===== src/rtl/dsc_pkg.sv =====
package dsc_pkg;

   localparam int RA_W = 5;
   localparam int IW   = 32;

   typedef enum logic [1:0] {
      ALU_ADD = 2'd0,
      ALU_SUB = 2'd1,
      ALU_AND = 2'd2,
      ALU_OR  = 2'd3
   } alu_op_e;

   localparam logic [5:0] CLS_REG   = 6'h00;
   localparam logic [5:0] CLS_ADDI  = 6'h08;
   localparam logic [5:0] CLS_LOAD  = 6'h23;
   localparam logic [5:0] CLS_STORE = 6'h2B;
   localparam logic [5:0] CLS_BEQ   = 6'h04;

   localparam logic [5:0] FN_ADD  = 6'h20;
   localparam logic [5:0] FN_ADDU = 6'h21;
   localparam logic [5:0] FN_SUB  = 6'h22;
   localparam logic [5:0] FN_AND  = 6'h24;
   localparam logic [5:0] FN_OR   = 6'h25;

   typedef struct packed {
      logic            vld;
      logic            rf_we;
      logic [RA_W-1:0] dst;
      logic            mem_rd;
      logic            mem_wr;
      alu_op_e         alu;
      logic            use_imm;
      logic            ovf_en;
      logic            is_br;
      logic [15:0]     off;
   } ctl_t;

endpackage


===== src/rtl/dsc_fetch.sv =====
module dsc_fetch #(
   parameter int              PC_W     = 32,
   parameter logic [PC_W-1:0] RESET_PC = '0
) (
   input  logic                   clk,
   input  logic                   rst_n,
   input  logic [dsc_pkg::IW-1:0] instr_i,
   input  logic                   redirect_i,
   input  logic [PC_W-1:0]        target_i,
   output logic [PC_W-1:0]        pc_o,
   output logic                   fd_vld_o,
   output logic [dsc_pkg::IW-1:0] fd_instr_o,
   output logic [PC_W-1:0]        fd_pc_o,
   output logic                   fd_kill_o
);
   localparam logic [PC_W-1:0] STEP = PC_W'(4);

   logic [PC_W-1:0] pc_q;

   always_ff @(posedge clk or negedge rst_n) begin
      if (!rst_n) begin
         pc_q       <= RESET_PC;
         fd_vld_o   <= 1'b0;
         fd_instr_o <= '0;
         fd_pc_o    <= '0;
         fd_kill_o  <= 1'b0;
      end else begin
         pc_q       <= redirect_i ? target_i : pc_q + STEP;
         fd_vld_o   <= 1'b1;
         fd_instr_o <= instr_i;
         fd_pc_o    <= pc_q;
         // the word fetched while a taken branch resolves is the shadow
         fd_kill_o  <= redirect_i;
      end
   end

   assign pc_o = pc_q;

   // sequential fetch without redirect
   p_pc_step_r2: assert property (@(posedge clk) disable iff (!rst_n)
      !redirect_i |=> pc_q == $past(pc_q) + STEP);

   // redirect loads the supplied target
   p_pc_redirect_r8: assert property (@(posedge clk) disable iff (!rst_n)
      redirect_i |=> pc_q == $past(target_i));

endmodule


===== src/rtl/dsc_decode.sv =====
module dsc_decode #(
   parameter bit ZERO_REG_FIXED = 1'b1
) (
   input  logic                   vld_i,
   input  logic                   kill_i,
   input  logic [dsc_pkg::IW-1:0] instr_i,
   output dsc_pkg::ctl_t          ctl_o
);
   import dsc_pkg::*;

   logic [5:0]      cls;
   logic [5:0]      fn;
   logic [RA_W-1:0] f_rt;
   logic [RA_W-1:0] f_rd;
   ctl_t            raw;
   logic            dst_ok;

   assign cls  = instr_i[31:26];
   assign fn   = instr_i[5:0];
   assign f_rt = instr_i[20:16];
   assign f_rd = instr_i[15:11];

   always_comb begin
      raw     = '0;
      raw.off = instr_i[15:0];
      if (vld_i) begin
         raw.vld = 1'b1;
         unique case (cls)
            CLS_REG: begin
               raw.dst = f_rd;
               unique case (fn)
                  FN_ADD:  begin raw.rf_we = 1'b1; raw.alu = ALU_ADD; raw.ovf_en = 1'b1; end
                  FN_ADDU: begin raw.rf_we = 1'b1; raw.alu = ALU_ADD; end
                  FN_SUB:  begin raw.rf_we = 1'b1; raw.alu = ALU_SUB; raw.ovf_en = 1'b1; end
                  FN_AND:  begin raw.rf_we = 1'b1; raw.alu = ALU_AND; end
                  FN_OR:   begin raw.rf_we = 1'b1; raw.alu = ALU_OR;  end
                  default: ;
               endcase
            end
            CLS_ADDI: begin
               raw.rf_we = 1'b1; raw.dst = f_rt; raw.alu = ALU_ADD;
               raw.use_imm = 1'b1; raw.ovf_en = 1'b1;
            end
            CLS_LOAD: begin
               raw.rf_we = 1'b1; raw.dst = f_rt; raw.mem_rd = 1'b1;
               raw.alu = ALU_ADD; raw.use_imm = 1'b1;
            end
            CLS_STORE: begin
               raw.mem_wr = 1'b1; raw.alu = ALU_ADD; raw.use_imm = 1'b1;
            end
            CLS_BEQ: begin
               raw.is_br = 1'b1; raw.alu = ALU_SUB;
            end
            default: ;
         endcase
         // squashed shadow: stays as a bubble with no side effects
         if (kill_i) begin
            raw.rf_we  = 1'b0;
            raw.mem_rd = 1'b0;
            raw.mem_wr = 1'b0;
            raw.ovf_en = 1'b0;
            raw.is_br  = 1'b0;
         end
      end
   end

   generate
      if (ZERO_REG_FIXED) begin : g_zero_fixed
         assign dst_ok = |raw.dst;
      end else begin : g_zero_plain
         assign dst_ok = 1'b1;
      end
   endgenerate

   always_comb begin
      ctl_o       = raw;
      ctl_o.rf_we = raw.rf_we & dst_ok;
   end

endmodule


===== src/rtl/dsc_stages.sv =====
module dsc_stages #(
   parameter int PC_W           = 32,
   parameter bit ZERO_REG_FIXED = 1'b1,
   parameter int N_STG          = 3
) (
   input  logic                          clk,
   input  logic                          rst_n,
   input  dsc_pkg::ctl_t                 id_ctl_i,
   input  logic [PC_W-1:0]               id_pc_i,
   input  logic                          br_eq_i,
   output logic [1:0]                    ex_alu_op_o,
   output logic                          ex_use_imm_o,
   output logic                          ex_ovf_en_o,
   output logic                          taken_o,
   output logic [PC_W-1:0]               target_o,
   output logic                          dmem_rd_o,
   output logic                          dmem_wr_o,
   output logic                          rf_we_o,
   output logic [dsc_pkg::RA_W-1:0]      rf_waddr_o,
   output logic                          wb_sel_mem_o
);
   import dsc_pkg::*;

   localparam int EX = 0;
   localparam int MM = 1;
   localparam int WB = N_STG - 1;

   ctl_t              stg_q [N_STG];
   logic [PC_W-1:0]   ex_pc_q;
   logic signed [17:0] boff;

   generate
      for (genvar k = 0; k < N_STG; k++) begin : g_stg
         always_ff @(posedge clk or negedge rst_n) begin
            if (!rst_n) stg_q[k] <= '0;
            else if (k == 0) stg_q[k] <= id_ctl_i;
            else stg_q[k] <= stg_q[(k == 0) ? 0 : k-1];
         end
      end
   endgenerate

   always_ff @(posedge clk or negedge rst_n) begin
      if (!rst_n) ex_pc_q <= '0;
      else        ex_pc_q <= id_pc_i;
   end

   // execute stage
   assign boff         = {stg_q[EX].off, 2'b00};
   assign target_o     = ex_pc_q + PC_W'(4) + PC_W'(boff);
   assign taken_o      = stg_q[EX].vld & stg_q[EX].is_br & br_eq_i;
   assign ex_alu_op_o  = stg_q[EX].alu;
   assign ex_use_imm_o = stg_q[EX].use_imm;
   assign ex_ovf_en_o  = stg_q[EX].vld & stg_q[EX].ovf_en;

   // memory stage: pass-through for ALU-class work
   assign dmem_rd_o = stg_q[MM].vld & stg_q[MM].mem_rd;
   assign dmem_wr_o = stg_q[MM].vld & stg_q[MM].mem_wr;

   // writeback stage: single write port, always stage 5
   assign rf_we_o      = stg_q[WB].vld & stg_q[WB].rf_we;
   assign rf_waddr_o   = stg_q[WB].dst;
   assign wb_sel_mem_o = stg_q[WB].vld & stg_q[WB].mem_rd;

   // a store leaving memory never writes the register file
   p_store_no_wb_r6: assert property (@(posedge clk) disable iff (!rst_n)
      dmem_wr_o |=> !rf_we_o);

   // a load read in memory selects memory data in writeback
   p_load_sel_r5: assert property (@(posedge clk) disable iff (!rst_n)
      dmem_rd_o |=> wb_sel_mem_o);

   // memory stage never both reads and writes
   p_mem_excl_r4: assert property (@(posedge clk) disable iff (!rst_n)
      !(dmem_rd_o && dmem_wr_o));

   generate
      if (ZERO_REG_FIXED) begin : g_zchk
         // register 0 is never written
         p_no_zero_write_r12: assert property (@(posedge clk) disable iff (!rst_n)
            rf_we_o |-> rf_waddr_o != '0);
      end
   endgenerate

endmodule


===== src/rtl/dstat_pipe_ctl.sv =====
module dstat_pipe_ctl #(
   parameter int              PC_W           = 32,
   parameter logic [PC_W-1:0] RESET_PC       = '0,
   parameter bit              ZERO_REG_FIXED = 1'b1
) (
   input  logic            clk,
   input  logic            rst_n,
   input  logic [31:0]     instr_i,
   input  logic            br_eq_i,
   output logic [PC_W-1:0] pc_o,
   output logic [4:0]      rf_ra_o,
   output logic [4:0]      rf_rb_o,
   output logic            id_squash_o,
   output logic [1:0]      ex_alu_op_o,
   output logic            ex_use_imm_o,
   output logic            ex_ovf_en_o,
   output logic            pc_sel_o,
   output logic            dmem_rd_o,
   output logic            dmem_wr_o,
   output logic            rf_we_o,
   output logic [4:0]      rf_waddr_o,
   output logic            wb_sel_mem_o
);
   import dsc_pkg::*;

   localparam int N_BACK = 3;   // execute, memory, writeback

   generate
      if (PC_W < 8 || PC_W > 64) begin : g_bad_pcw
         $error("dstat_pipe_ctl: PC_W out of range");
      end
      if (RESET_PC[1:0] != 2'b00) begin : g_bad_rpc
         $error("dstat_pipe_ctl: RESET_PC must be word aligned");
      end
   endgenerate

   logic            fd_vld;
   logic [IW-1:0]   fd_instr;
   logic [PC_W-1:0] fd_pc;
   logic            fd_kill;
   logic            taken;
   logic [PC_W-1:0] target;
   ctl_t            id_ctl;

   dsc_fetch #(.PC_W(PC_W), .RESET_PC(RESET_PC)) u_fetch (
      .clk        (clk),
      .rst_n      (rst_n),
      .instr_i    (instr_i),
      .redirect_i (taken),
      .target_i   (target),
      .pc_o       (pc_o),
      .fd_vld_o   (fd_vld),
      .fd_instr_o (fd_instr),
      .fd_pc_o    (fd_pc),
      .fd_kill_o  (fd_kill)
   );

   dsc_decode #(.ZERO_REG_FIXED(ZERO_REG_FIXED)) u_decode (
      .vld_i   (fd_vld),
      .kill_i  (fd_kill),
      .instr_i (fd_instr),
      .ctl_o   (id_ctl)
   );

   dsc_stages #(.PC_W(PC_W), .ZERO_REG_FIXED(ZERO_REG_FIXED), .N_STG(N_BACK)) u_stages (
      .clk          (clk),
      .rst_n        (rst_n),
      .id_ctl_i     (id_ctl),
      .id_pc_i      (fd_pc),
      .br_eq_i      (br_eq_i),
      .ex_alu_op_o  (ex_alu_op_o),
      .ex_use_imm_o (ex_use_imm_o),
      .ex_ovf_en_o  (ex_ovf_en_o),
      .taken_o      (taken),
      .target_o     (target),
      .dmem_rd_o    (dmem_rd_o),
      .dmem_wr_o    (dmem_wr_o),
      .rf_we_o      (rf_we_o),
      .rf_waddr_o   (rf_waddr_o),
      .wb_sel_mem_o (wb_sel_mem_o)
   );

   assign rf_ra_o     = fd_instr[25:21];
   assign rf_rb_o     = fd_instr[20:16];
   assign id_squash_o = fd_vld & fd_kill;
   assign pc_sel_o    = taken;

   // first cycle after reset release carries no strobe
   p_quiet_after_rst_r1: assert property (@(posedge clk) disable iff (!rst_n)
      $rose(rst_n) |-> !rf_we_o && !dmem_rd_o && !dmem_wr_o && !pc_sel_o && pc_o == RESET_PC);

   // squash marker follows a taken branch by one cycle
   p_squash_follows_r11: assert property (@(posedge clk) disable iff (!rst_n)
      pc_sel_o |=> id_squash_o);

   // squashed instruction raises no overflow and no branch in execute
   p_no_overflow_r10: assert property (@(posedge clk) disable iff (!rst_n)
      id_squash_o |=> !ex_ovf_en_o && !pc_sel_o);

   // squashed instruction performs no memory write
   p_no_memwr_r10: assert property (@(posedge clk) disable iff (!rst_n)
      id_squash_o |-> ##2 !dmem_wr_o);

   // squashed instruction performs no register write
   p_no_wb_r10: assert property (@(posedge clk) disable iff (!rst_n)
      id_squash_o |-> ##3 !rf_we_o);

endmodule


===== config.mk =====
export PLATFORM = sky130hd
export DESIGN_NAME = dstat_pipe_ctl
export DESIGN_NICKNAME = d
export VERILOG_FILES = /design/src/rtl/dsc_pkg.sv /design/src/rtl/dsc_fetch.sv /design/src/rtl/dsc_decode.sv /design/src/rtl/dsc_stages.sv /design/src/rtl/dstat_pipe_ctl.sv
export SDC_FILE = /design/constraint.sdc
export NUM_CORES = 1
export LEC_CHECK = 0
export ABC_AREA = 1
export CORE_ASPECT_RATIO = 0.5
export CORE_MARGIN = 3
export CORE_UTILIZATION = 28
export CTS_BUF_LIST = sky130_fd_sc_hd__clkbuf_8
export CTS_CLUSTER_DIAMETER = 200
export DETAILED_ROUTE_END_ITERATION = 7
export DONT_BUFFER_PORTS = 1
export PLACE_DENSITY = 0.42
export SLEW_MARGIN = 40
export SYNTH_ARGS = -nofsm -noshare
export SYNTH_HDL_FRONTEND = slang
export SYNTH_SLANG_ARGS = --single-unit
export TNS_END_PERCENT = 5

===== constraint.sdc =====
create_clock -name clk -period 2.9 [get_ports clk]
set_input_delay 0.29 -clock clk [delete_from_list [all_inputs] [get_ports clk]]
set_output_delay 0.29 -clock clk [all_outputs]
set_load 0.01 [all_outputs]

Word-level counts from Yosys, hierarchy flattened --
Index checks and enable logic that the tools add are counted.
Storage, ports and cells: bits in read-only memories 0, output and inout bits 57, latch bits 0, bits of input ports 35, memory bits (writable) 0, register bits after elaboration 177, word-level logic and storage cells 67, memories kept 0
Cells by class: bitwise gates (word level) 9, mux-type cells 15, add/subtract/negate cells 3, reduce and logical (&&, ||, !) cells 6, equal/unequal tests 9, multipliers 0, order comparisons 0, shift-type cells 0, div/mod/pow operators 0
Operators by type and width (number):
- $add 32x3->32 const B | 2
- $eq 6x6->1 const B | 7
- $add 32x32->32 | 1
- $mux 32 | 1
- $mux 14 | 1
- $pmux 6 s2 | 1
- $reduce_or 5->1 | 2
- $and 1x1->1 | 9
- $mux 1 | 7
- $eq 6x3->1 const B | 1
- $eq 6x4->1 const B | 1
- $logic_not 6->1 | 1
- $pmux 2 s3 | 1
- $mux 2 | 2
- $pmux 2 s2 | 1
- $reduce_or 2->1 | 2
- $reduce_or 3->1 | 1
- $pmux 1 s2 | 1

Logic depth before layout (Yosys ltp) --
Gate-level depths: netlist (run 1).
word-level depth 8, gate-level depth with buffers 16, mapped depth without buffers 16

By module --
Synthesis (run 1) repeated with hierarchy kept, for this count alone.
Unflattened totals: cells, all modules 1043, area total of the unflattened synthesis 8824.7 um^2
Modules (own cells, without submodules):
- dsc_stages | cells each 574, times used 1, area each 4636.9 um^2, seq. area each 1976.9 um^2
- dsc_fetch | cells each 375, times used 1, area each 3667.3 um^2, seq. area each 2452.4 um^2
- dsc_decode | cells each 92, times used 1, area each 513.0 um^2, seq. area each 0.0 um^2
- dstat_pipe_ctl | cells each 2, times used 1, area each 7.5 um^2, seq. area each 0.0 um^2

Worst setup path after synthesis (run 1) --
No wires, ideal clock.
path type register to register, start point register u_stages.stg_q, in the netlist u_stages.boff[3], end point register u_fetch.pc_q[31], in the netlist u_fetch.pc_o[31], buffers on the path 0, library setup time 0.119 ns, arrival 1.955 ns, setup slack 0.826 ns, required time 2.781 ns, cell stages (with the launch flop) 14, period minus slack after synthesis 2.074 ns, cells stage by stage dfrtp_1 > ha_1 > ha_1 > fa_1 > nand2_1 > inv_1 > nand2_1 > nand2_1 > nand3_1 > nand3_1 > nand2_1 > nand3_1 > nand3_1 > nand2_1
Between the ends: word-level cells in the longest chain between the ends 2
RTL lines:
- start: declaration | RTL line dsc_stages.sv:28 | ctl_t stg_q [N_STG];
- start signal: indexed assignment | RTL line dsc_stages.sv:36 | else if (k == 0) stg_q[k] <= id_ctl_i;
- start signal: indexed assignment | RTL line dsc_stages.sv:37 | else stg_q[k] <= stg_q[(k == 0) ? 0 : k-1];
- $add 32x32->32 | RTL line dsc_stages.sv:49 | assign target_o = ex_pc_q + PC_W'(4) + PC_W'(boff);
- $mux 32 | RTL line dsc_fetch.sv:28 | pc_q <= redirect_i ? target_i : pc_q + STEP;
- end signal: assignment | RTL line dsc_fetch.sv:28
- end: declaration | RTL line dsc_fetch.sv:18 | logic [PC_W-1:0] pc_q;
No other way between the ends.

Worst setup path in the final report (run 1) --
start point register u_stages.stg_q, in the netlist u_stages.boff[3], end point register u_fetch.pc_q[23], in the netlist u_fetch.pc_o[23]
Same word-level chain as after synthesis.

==> summary.md, run 1 <==
| Metric | Value |
|---|---|
| Period utilisation layout | 87.5% |
| Failing checks | hold timing |
| Switching power | 2.26 mW |
| RSZ-0062 raised after global routing | no |
| Max Cap Violations | 0 |
| WHS | -0.502 ns |
| Most frequent cells in the layout | nand2_1 (326), dfrtp_1 (177), inv_1 (133) |
| Layout cells sized above 1 | 5.00% |
| # placed instances | 1,346 |
| WP data arrival | 2.92 ns |
| Slowest cell delay on critical path | 0.44 ns |
| Worst slew margin | 54.5% |
| DRT iter0 DRCs | 396 |
| Cell Pwr Density | 654 nW/um^2 |
| Internal cell power | 4.01 mW |
| CTS resizes | 0 |
| RePlAce Congestion | 0.856 |
| Most common cell after layout, fill and taps aside | nand2_1 |
| Area growth, synth to finish | 13.2% |
| Slowest CP cell | fa_1 |
| Switch share | 36.0% |
| Root Buffer Master | clkbuf_8 |
| Max Root-Sink Buffers | 2 |
| FF+latch count, synth | 177 |
| 1st-pass router iterations | 4 |
| Worst-Margin Slew | 0.676 ns |
| Initial antenna violation count | 0 |
| Syn_nets | 1,069 |
| Hold_buf cts | 32 |
| Status | finished with violations |
| Placed wire-length estimate | 17,700 um |
| Worst-path fanout max | 4 |
| Fin. max-slew vios | 0 |
| Final TNS setup | 0 ns |
| Sink Count | 177 |
| Endpoints failing hold | 177 |
| Layout Skew | 0.0168 ns |
| Worst setup SP type | flop |
| Die area | 32,500 sq um |
| CTS H-tree depth | 4 |
| CTS clock-pin slew for the worst setup and hold paths | 0.10 ns |
| Tot GR Track Use | 14.9% |
| WL final | 23,200 um |
| Most used cell, CP | nand2_1 |
| FMAX | 394 MHz |
| # DRC | 0 |
| Nets@finish | 1,100 |
| Top delay family on crit path | adder cells |
| Comb power frac | 22.4% |
| Crit path from | u_stages.boff[3] |
| Synthesized area | 8480 sq um |
| Initial Util | 28.8% |
| Final instance area | 9600 sq um |
| DIE WIDTH | 252 um |
| TritonCTS Buffers | 17 |
| Vias per inst | 4.37 |
| Synth unique cells | 38 |
| Maximum VDD drop | 0.260 mV |
| First-pass GRT wire length | 36,100 um |
| Part of the power in registers | 48.2% |
| DR vias | 6,164 |
| GR Overflow Total | 0 |
| Non-filler cells, final | 1,411 |
| IO buf count | 0 |
| Core Area | 29,400 sq um |
| I/O pin count | 92 |
| Cells after synthesis | 975 |
| Sequential element share of the synthesized area | 52.3% |
| Class of the most critical setup path | flop to flop |
| Synth warn | 0 |
| CP required | 3.28 ns |
| Final setup vio count | 0 |
| # rows | 44 |
| Buf/Inv on CP | 1 |
| Final core utilization | 32.6% |
| R2r startpoint | u_stages.boff[3] |
| DRT antenna net count | 0 |
| CTS tree | yes |
| Largest net degree at the start of global routing | 178 |
| Cells along the critical path | ha_1, ha_1, fa_1, nand2_1, inv_1, nand2_1, nand2_1, nand3_1, nand3_1, nand2_1, nand3b_1, nand3_1, nand2_1 |
| P_leak | 5.09 nW |
| Vias in the first global route | 6,154 |
| Clock insertion delay at the later pin of the skew report | 0.49 ns |
| Post-CTS Setup Bufs | 0 |
| CP Capture Type | flop |
| Min Tclk post-route | 2.54 ns |
| Instance area after placement | 8840 sq um |
| Average wire per standard cell | 16.4 um |
| Hold Crit Class | primary input to async pin |
| Mean area per synthesized cell | 8.69 sq um |
| Clock power frac | 29.4% |
| FILL cells | 3,131 |
| Die height | 129 um |
layout make-up:
cell class                      count  area (sq um)  area share (%)
Clock inverter                     15           200            2.09
Sequential cell                   177          4430            46.2
Multi-Input combinational cell    641          3390            35.3
Antenna cell                        1          2.50          0.0261
Timing Repair Buffer               36           350            3.65
Tap cell                          391           489            5.10
Inverter                          133           499            5.20
Clock buffer                       17           234            2.44
path summary, 6_finish.rpt:
kind	to	slack, ns	depth (start not counted)
min	u_stages.ex_pc_q[28]	-0.50	0
min in group clk	u_fetch.fd_kill_o	0.30	3
max reg2reg	u_fetch.pc_o[23]	0.36	13
max	u_fetch.pc_o[23]	0.36	13
min reg2reg	u_stages.rf_waddr_o[3]	0.35	0
max in group asynchronous	u_stages.boff[17]	3.03	0
power by group through the flow:
| stage | clock (mW) | sequential, mW | combinational, mW |
|---|---|---|---|
| 3_5_place_dp | 0 | 3.10 | 1.36 |
| 4_1_cts | 1.92 | 3.05 | 1.41 |
| 2_1_floorplan | 0 | 2.95 | 1.03 |
| 3_3_place_gp | 0 | 3.09 | 1.37 |
| 5_1_grt | 2.03 | 3.07 | 1.61 |
| 6_report | 1.85 | 3.03 | 1.40 |
cells by family (layout without fill, tap and decap cells):
family                     count (synthesis)  after routing  synth area share [%]
xor gates and xnor gates                  27             27                  2.79
other                                      1              2                0.0442
buffers and inverters                    157            201                  7.74
adders and majority gates                 59             59                  8.80
AOI/OAI and AO/OA                         54             54                  3.50
and+or+nand+nor                          500            500                  24.9
DFF                                      177            177                  52.3
worst register-to-register path: stages, from the launching register on:
cell,delay (ns)
dfrtp_1,0.39
ha_1,0.30
ha_1,0.27
fa_1,0.44
nand2_1,0.08
inv_1,0.05
nand2_1,0.05
nand2_1,0.13
nand3_1,0.10
nand3_1,0.20
nand2_1,0.16
nand3b_1,0.08
nand3_1,0.14
nand2_1,0.06
stage by stage:
stage | setup WS, ns | total power, mW
2_1_floorplan | 0.826 | 3.98
4_1_cts | 0.350 | 6.37
3_5_place_dp | 0.359 | 4.46
3_3_place_gp | 0.326 | 4.47
5_1_grt | 0.161 | 6.70
6_report | 0.361 | 6.28
Yosys cell counts:
library cell  instances  area [sq um]
o2111ai_1             1          8.76
a32o_1                1          10.0
nor3_2                2          20.0
a21oi_1              24           120
inv_1               132           495
o21ai_2               1          8.76
nor2_4                3          33.8
nor3_4                1          16.3
nor2_2                2          12.5
a31oi_1               1          6.26
a21o_1                1          7.51
xnor2_1              10          87.6
nor3b_1               1          7.51
and3_1                1          6.26
nand2_4               1          11.3
nand4_2               1          12.5
nand3_1              49           245
o21bai_1              3          22.5
clkbuf_1              5          18.8
xor2_1               17           149
nand3b_1             10          75.1
nand2_1             326          1220
o21ai_1               3          15.0
ha_1                 58           726
fa_1                  1          20.0
nor4_1                2          12.5
nand4_1              11          68.8
buf_4                17           128
nand3_2               2          20.0
nor2_1               80           300
buf_2                 2          10.0
conb_1                1          3.75
o31ai_1               1          7.51
nand2_2               2          12.5
dfrtp_1             177          4430
nor3_1                6          30.0
o21ai_0              18          90.1
inv_2                 1          3.75
registers in the layout, summed over array words and instances (netlist names):
name / flops
u_stages.ex_alu_op_o: 2
u_fetch.fd_instr_o: 32
u_fetch.fd_pc_o: 32
u_stages.ex_pc_q: 32
u_stages.boff: 16
u_fetch.fd_kill_o: 1
u_stages.stg_q: 23
u_fetch.pc_o: 32
u_stages.rf_waddr_o: 5
u_stages.ex_use_imm_o: 1
u_fetch.fd_vld_o: 1
metal layers:
metal	part of all wire (%)	global-route usage, %	vias to the layer above
li1	-	-	3092
met1	50	20.5	2974
met2	45	23.8	81
met3	3.0	3.55	17
met4	1.4	3.83	0
met5	0	0	-
Power figures use the tool's default switching activity.
==> inputs of run 2 (changes only) <==
- BUFFER_PORTS_ARGS: unset -> -buffer_cell sky130_fd_sc_hd__buf_2
- DONT_BUFFER_PORTS: 1 -> unset
- PLACE_DENSITY: 0.42 -> 0.45
==> summary.md, run 2 (synthesis results as in run 1) <==
| Metric | Value |
|---|---|
| Status | complete, no violations |
| # DRC | 0 |
| Period utilisation layout | 89.8% |
| GR peak layer | met2 |
| CP required | 3.27 ns |
| IO buf count | 91 |
| Initial Util | 28.8% |
| Most common cell after layout, fill and taps aside | nand2_1 |
| Worst slew margin | 46.2% |
| Worst hold path depth | 0 |
| P_leak | 5.53 nW |
| Post-CTS Setup Bufs | 0 |
| Worst-Margin Slew | 0.800 ns |
| Most frequent cells in the layout | nand2_1 (326), dfrtp_1 (177), inv_1 (133) |
| Initial antenna violation count | 0 |
| 1st-pass router iterations | 5 |
| Tot GR Track Use | 15.0% |
| TritonCTS Buffers | 17 |
| Nets@finish | 1,194 |
| Maximum VDD drop | 0.257 mV |
| Worst-path fanout max | 4 |
| Vias per inst | 4.36 |
| DR vias | 6,559 |
| FMAX | 384 MHz |
| FILL cells | 3,072 |
| Placed wire-length estimate | 17,600 um |
| Largest net degree at the start of global routing | 74 |
| GR Layer Usage met1 | 20.3% |
| Met3 Use GR | 3.11% |
| Worst setup SP type | flop |
| Cell Pwr Density | 632 nW/um^2 |
| Core Area | 29,400 sq um |
| Layout Skew | 0.0160 ns |
| RePlAce Congestion | 0.899 |
| Post-route worst setup slack | 0.297 ns |
| CTS tree | yes |
| Min Tclk post-route | 2.60 ns |
| Die height | 129 um |
| GR Overflow Total | 0 |
| Vias in the first global route | 6,586 |
| WHS | 0.347 ns |
| Instance area after placement | 9340 sq um |
| # rows | 44 |
| CTS clock-pin slew for the worst setup and hold paths | 0.11 ns |
| Hold Crit Class | flop to flop |
| FF-to-FF path depth | 11 |
| RSZ-0062 raised after global routing | no |
| Max Root-Sink Buffers | 2 |
| M2 GR Usage | 24.2% |
| Layout cells sized above 1 | 12.9% |
| Clock insertion delay at the later pin of the skew report | 0.50 ns |
| Place WS | 0.343 ns |
| CP Capture Type | flop |
| Final core utilization | 34.4% |
| WP data arrival | 2.98 ns |
| Final instance area | 10,100 sq um |
| Final TNS setup | 0 ns |
| Sink Count | 177 |
| Reg area | 4430 sq um |
| DIE WIDTH | 252 um |
| DRT antenna net count | 0 |
| # diodes | 0 |
| Fin. max-slew vios | 0 |
| Multi-input gate area | 3390 sq um |
| DRT iter0 DRCs | 534 |
| Max Cap Violations | 0 |
| WL final | 23,000 um |
| I/O pin count | 92 |
| Final setup vio count | 0 |
| Average wire per standard cell | 15.3 um |
| Class of the most critical setup path | flop to flop |
| Root Buffer Master | clkbuf_8 |
| Die area | 32,500 sq um |
| CTS H-tree depth | 4 |
| Endpoints failing hold | 0 |
| Area growth, synth to finish | 19.3% |
| First-pass GRT wire length | 36,800 um |
## run 2: report_power, final
group          switching, mW  internal [mW]
Sequential             0.258           2.72
Clock                   1.02          0.808
Combinational           1.02          0.563
## run 2: final timing paths
check	start	end	slack, ns
setup / recovery	u_stages.boff[3]	u_fetch.pc_o[15]	0.30
hold / removal	u_stages.stg_q[54]	u_stages.rf_waddr_o[1]	0.35
setup reg to reg	u_stages.boff[3]	u_fetch.pc_o[15]	0.30
hold reg to reg	u_stages.stg_q[54]	u_stages.rf_waddr_o[1]	0.35
max in group asynchronous	rst_n	u_stages.rf_waddr_o[4]	1.79
min in group asynchronous	rst_n	u_stages.ex_pc_q[1]	0.36
## run 2: through the flow
step	instances	power, mW
after global placement	1439	4.59
after detailed placement	1439	4.59
final	1504	6.39
after global routing	1504	6.83
after floorplan	975	3.98
after CTS	1504	6.50
## run 2: repair_timing
action | CTS | global route
hold buffers | 33 | 0
endpoints found under the setup margin | 0 | 0
endpoints found under the hold margin | 102 | 0
resized for setup | 0 | 0
## run 2: layout make-up
class	instances	share of cell area [%]
repair buffers	130	8.55
flip-flops and latches	177	43.8
well taps	391	4.84
clock inverters	15	1.98
multi-input cells	641	33.5
inverters	133	4.94
clock buffers	17	2.31
## run 2: metal layers
| metal | wire, um | vias up |
|---|---|---|
| met1 | 11000 | 3121 |
| li1 | - | 3282 |
| met3 | 940 | 25 |
| met5 | 0 | - |
| met4 | 566 | 0 |
| met2 | 10600 | 131 |
## run 2: critical path, cell delays in order (launching register included)
cell     delay [ns]
dfrtp_1        0.38
ha_1           0.29
ha_1           0.27
fa_1           0.45
nand2_1        0.08
inv_1          0.05
nand2_1        0.05
nand2_1        0.12
nand3_1        0.10
nand3_1        0.24
o21ai_0        0.37
nand2_1        0.08
==> inputs of run 3 (changes only) <==
- SYNTH_HIERARCHICAL: unset -> 1
==> summary.md, run 3 <==
| Metric | Value |
|---|---|
| Status | complete, no violations |
| Final Power | 6.55 mW |
| Max Cap Violations | 0 |
| Dominant synthesized flop cell | dfrtp_1 |
| Yosys top cell area share | 50.2% |
| Most used cell, CP | nand2_1 |
| # placed instances | 1,528 |
| Cells along the critical path | ha_1, ha_1, nand2_1, nor2_1, nand2_1, nor2_1, nand2_1, nand3_1, nand2_1, nand2_1, nand2_1, nand2_1 |
| WHS | 0.356 ns |
| Synth unique cells | 34 |
| M2 GR Usage | 23.5% |
| Vias in the first global route | 7,048 |
| Syn_nets | 1,137 |
| Sequential element share of the synthesized area | 50.2% |
| Die area | 33,800 sq um |
| Layout Skew | 0.0145 ns |
| Worst setup SP type | flop |
| Vias per inst | 4.26 |
| Area leader, netlist | dfrtp_1 |
| Non-filler cells, final | 1,593 |
| Synth area leaders | dfrtp_1 (50%), nand2_1 (15%), ha_1 (8.2%) |
| Initial antenna violation count | 0 |
| Worst slew margin | 55.6% |
| # rows | 45 |
| Root Buffer Master | clkbuf_8 |
| GR Overflow Total | 0 |
| CTS H-tree depth | 4 |
| P_leak | 5.73 nW |
| Instance area after placement | 9640 sq um |
| Cells after synthesis | 1,043 |
| Layout cells sized above 1 | 16.4% |
| # DRC | 0 |
| Multi-input gate area | 3620 sq um |
| Reg area | 4430 sq um |
| Tot GR Track Use | 14.4% |
| Final setup vio count | 0 |
| # diodes | 0 |
| Average wire per standard cell | 14.5 um |
| Synthesized area | 8820 sq um |
| Class of the most critical setup path | flop to flop |
| Maximum VDD drop | 0.308 mV |
| Post-synth EDFFs | 0 |
| I/O pin count | 92 |
| CP Capture Type | flop |
| Die height | 132 um |
| Endpoints failing hold | 0 |
| DIE WIDTH | 257 um |
| IO buf count | 91 |
| Count leader, synth | nand2_1 |
| GR peak layer | met2 |
| CTS clock-pin slew for the worst setup and hold paths | 0.11 ns |
| RePlAce Congestion | 0.856 |
| Area growth, synth to finish | 17.5% |
| Met3 Use GR | 2.73% |
| DR vias | 6,791 |
| Post-CTS Setup Bufs | 0 |
| FILL cells | 3,237 |
| Placed wire-length estimate | 17,600 um |
| CTS resizes | 0 |
| 1st-pass router iterations | 5 |
| Period utilisation layout | 84.4% |
| WP data arrival | 2.87 ns |
| Hold_buf cts | 33 |
| Cell Pwr Density | 632 nW/um^2 |
| Nets@finish | 1,251 |
| Final TNS setup | 0 ns |
| Worst-path fanout max | 10 |
| Slowest cell delay on critical path | 0.59 ns |
| DRT antenna net count | 0 |
| Slowest CP cell | dfrtp_1 |
| Worst-Margin Slew | 0.667 ns |
| Largest net degree at the start of global routing | 77 |
| Most common cell after layout, fill and taps aside | nand2_1 |
| First-pass GRT wire length | 37,900 um |
| WL final | 23,100 um |
| Initial Util | 28.8% |
| CTS tree | yes |
| Min Tclk post-route | 2.45 ns |
| Most frequent cells in the layout | nand2_1 (352), dfrtp_1 (177), inv_1 (141) |
| FF+latch count, synth | 177 |
| Final instance area | 10,400 sq um |
| Hold Crit Class | flop to flop |
| Share of flip-flops with an asynchronous set or reset | 100% |
| Core Area | 30,700 sq um |
| GR Layer Usage met1 | 19.5% |
| Fin. max-slew vios | 0 |
| Max Root-Sink Buffers | 2 |
| Mean area per synthesized cell | 8.46 sq um |
| Synth warn | 6 |
| RSZ-0062 raised after global routing | no |
| CP required | 3.32 ns |
| TritonCTS Buffers | 17 |
| Sink Count | 177 |
| Synth top cells by count | nand2_1 (352), dfrtp_1 (177), inv_1 (141), nor2_1 (80), nand3_1 (69) |
| Clock insertion delay at the later pin of the skew report | 0.48 ns |
| DRT iter0 DRCs | 477 |
| FMAX | 408 MHz |
-- run 3: final timing paths --
| path | to | slack [ns] | from | cells past startpoint |
|---|---|---|---|---|
| min in group asynchronous | u_fetch/pc_o[22] | 0.39 | rst_n | 2 |
| setup reg to reg | u_fetch/pc_o[24] | 0.45 | u_stages/boff[17] | 12 |
| hold / removal | u_stages/ex_pc_q[28] | 0.36 | u_fetch/fd_pc_o[28] | 0 |
| setup / recovery | u_fetch/pc_o[24] | 0.45 | u_stages/boff[17] | 12 |
| hold reg to reg | u_stages/ex_pc_q[28] | 0.36 | u_fetch/fd_pc_o[28] | 0 |
| max in group asynchronous | u_stages/stg_q[52] | 1.74 | rst_n | 3 |
-- run 3: layer usage --
layer	vias up	wire, um
li1	3414	-
met5	-	0
met4	0	285
met1	3240	11300
met3	17	844
met2	120	10700
-- run 3: critical path: cells and delay by family, from the launching register on --
| kind | cells | cell delay (ns) |
|---|---|---|
| adders and majority gates | 2 | 0.70 |
| and+or+nand+nor | 10 | 1.11 |
| DFF | 1 | 0.59 |
-- run 3: final cells by class --
class / count / share of cell area (%)
clock buffers: 18 / 2.39
multi-input cells: 687 / 34.9
inverters: 145 / 5.27
repair buffers: 129 / 8.15
clock inverters: 14 / 1.44
flip-flops and latches: 177 / 42.7
well taps: 423 / 5.11
-- run 3: report_power, final --
group	total (mW)	internal [mW]	switching [mW]	leakage [nW]
Clock	1.70	0.662	1.04	0.204
Sequential	2.98	2.74	0.237	2.27
Combinational	1.87	0.643	1.23	3.26
-- run 3: kinds of logic after synthesis --
| logic type | synth area share [%] |
|---|---|
| buffers and inverters | 8.79 |
| and+or+nand+nor | 28.3 |
| xor gates and xnor gates | 1.98 |
| adders and majority gates | 8.45 |
| DFF | 50.2 |
| AOI/OAI and AO/OA | 2.27 |
| other | 0.0425 |
-- run 3: per-stage QoR --
| stage | setup slack [ns] | util (%) |
|---|---|---|
| finish | 0.452 | 33.8 |
| CTS | 0.468 | 33.8 |
| global route | 0.185 | 33.8 |
| global placement | 0.510 | 31.4 |
| detailed placement | 0.507 | 31.4 |
| floorplan | 0.819 | - |
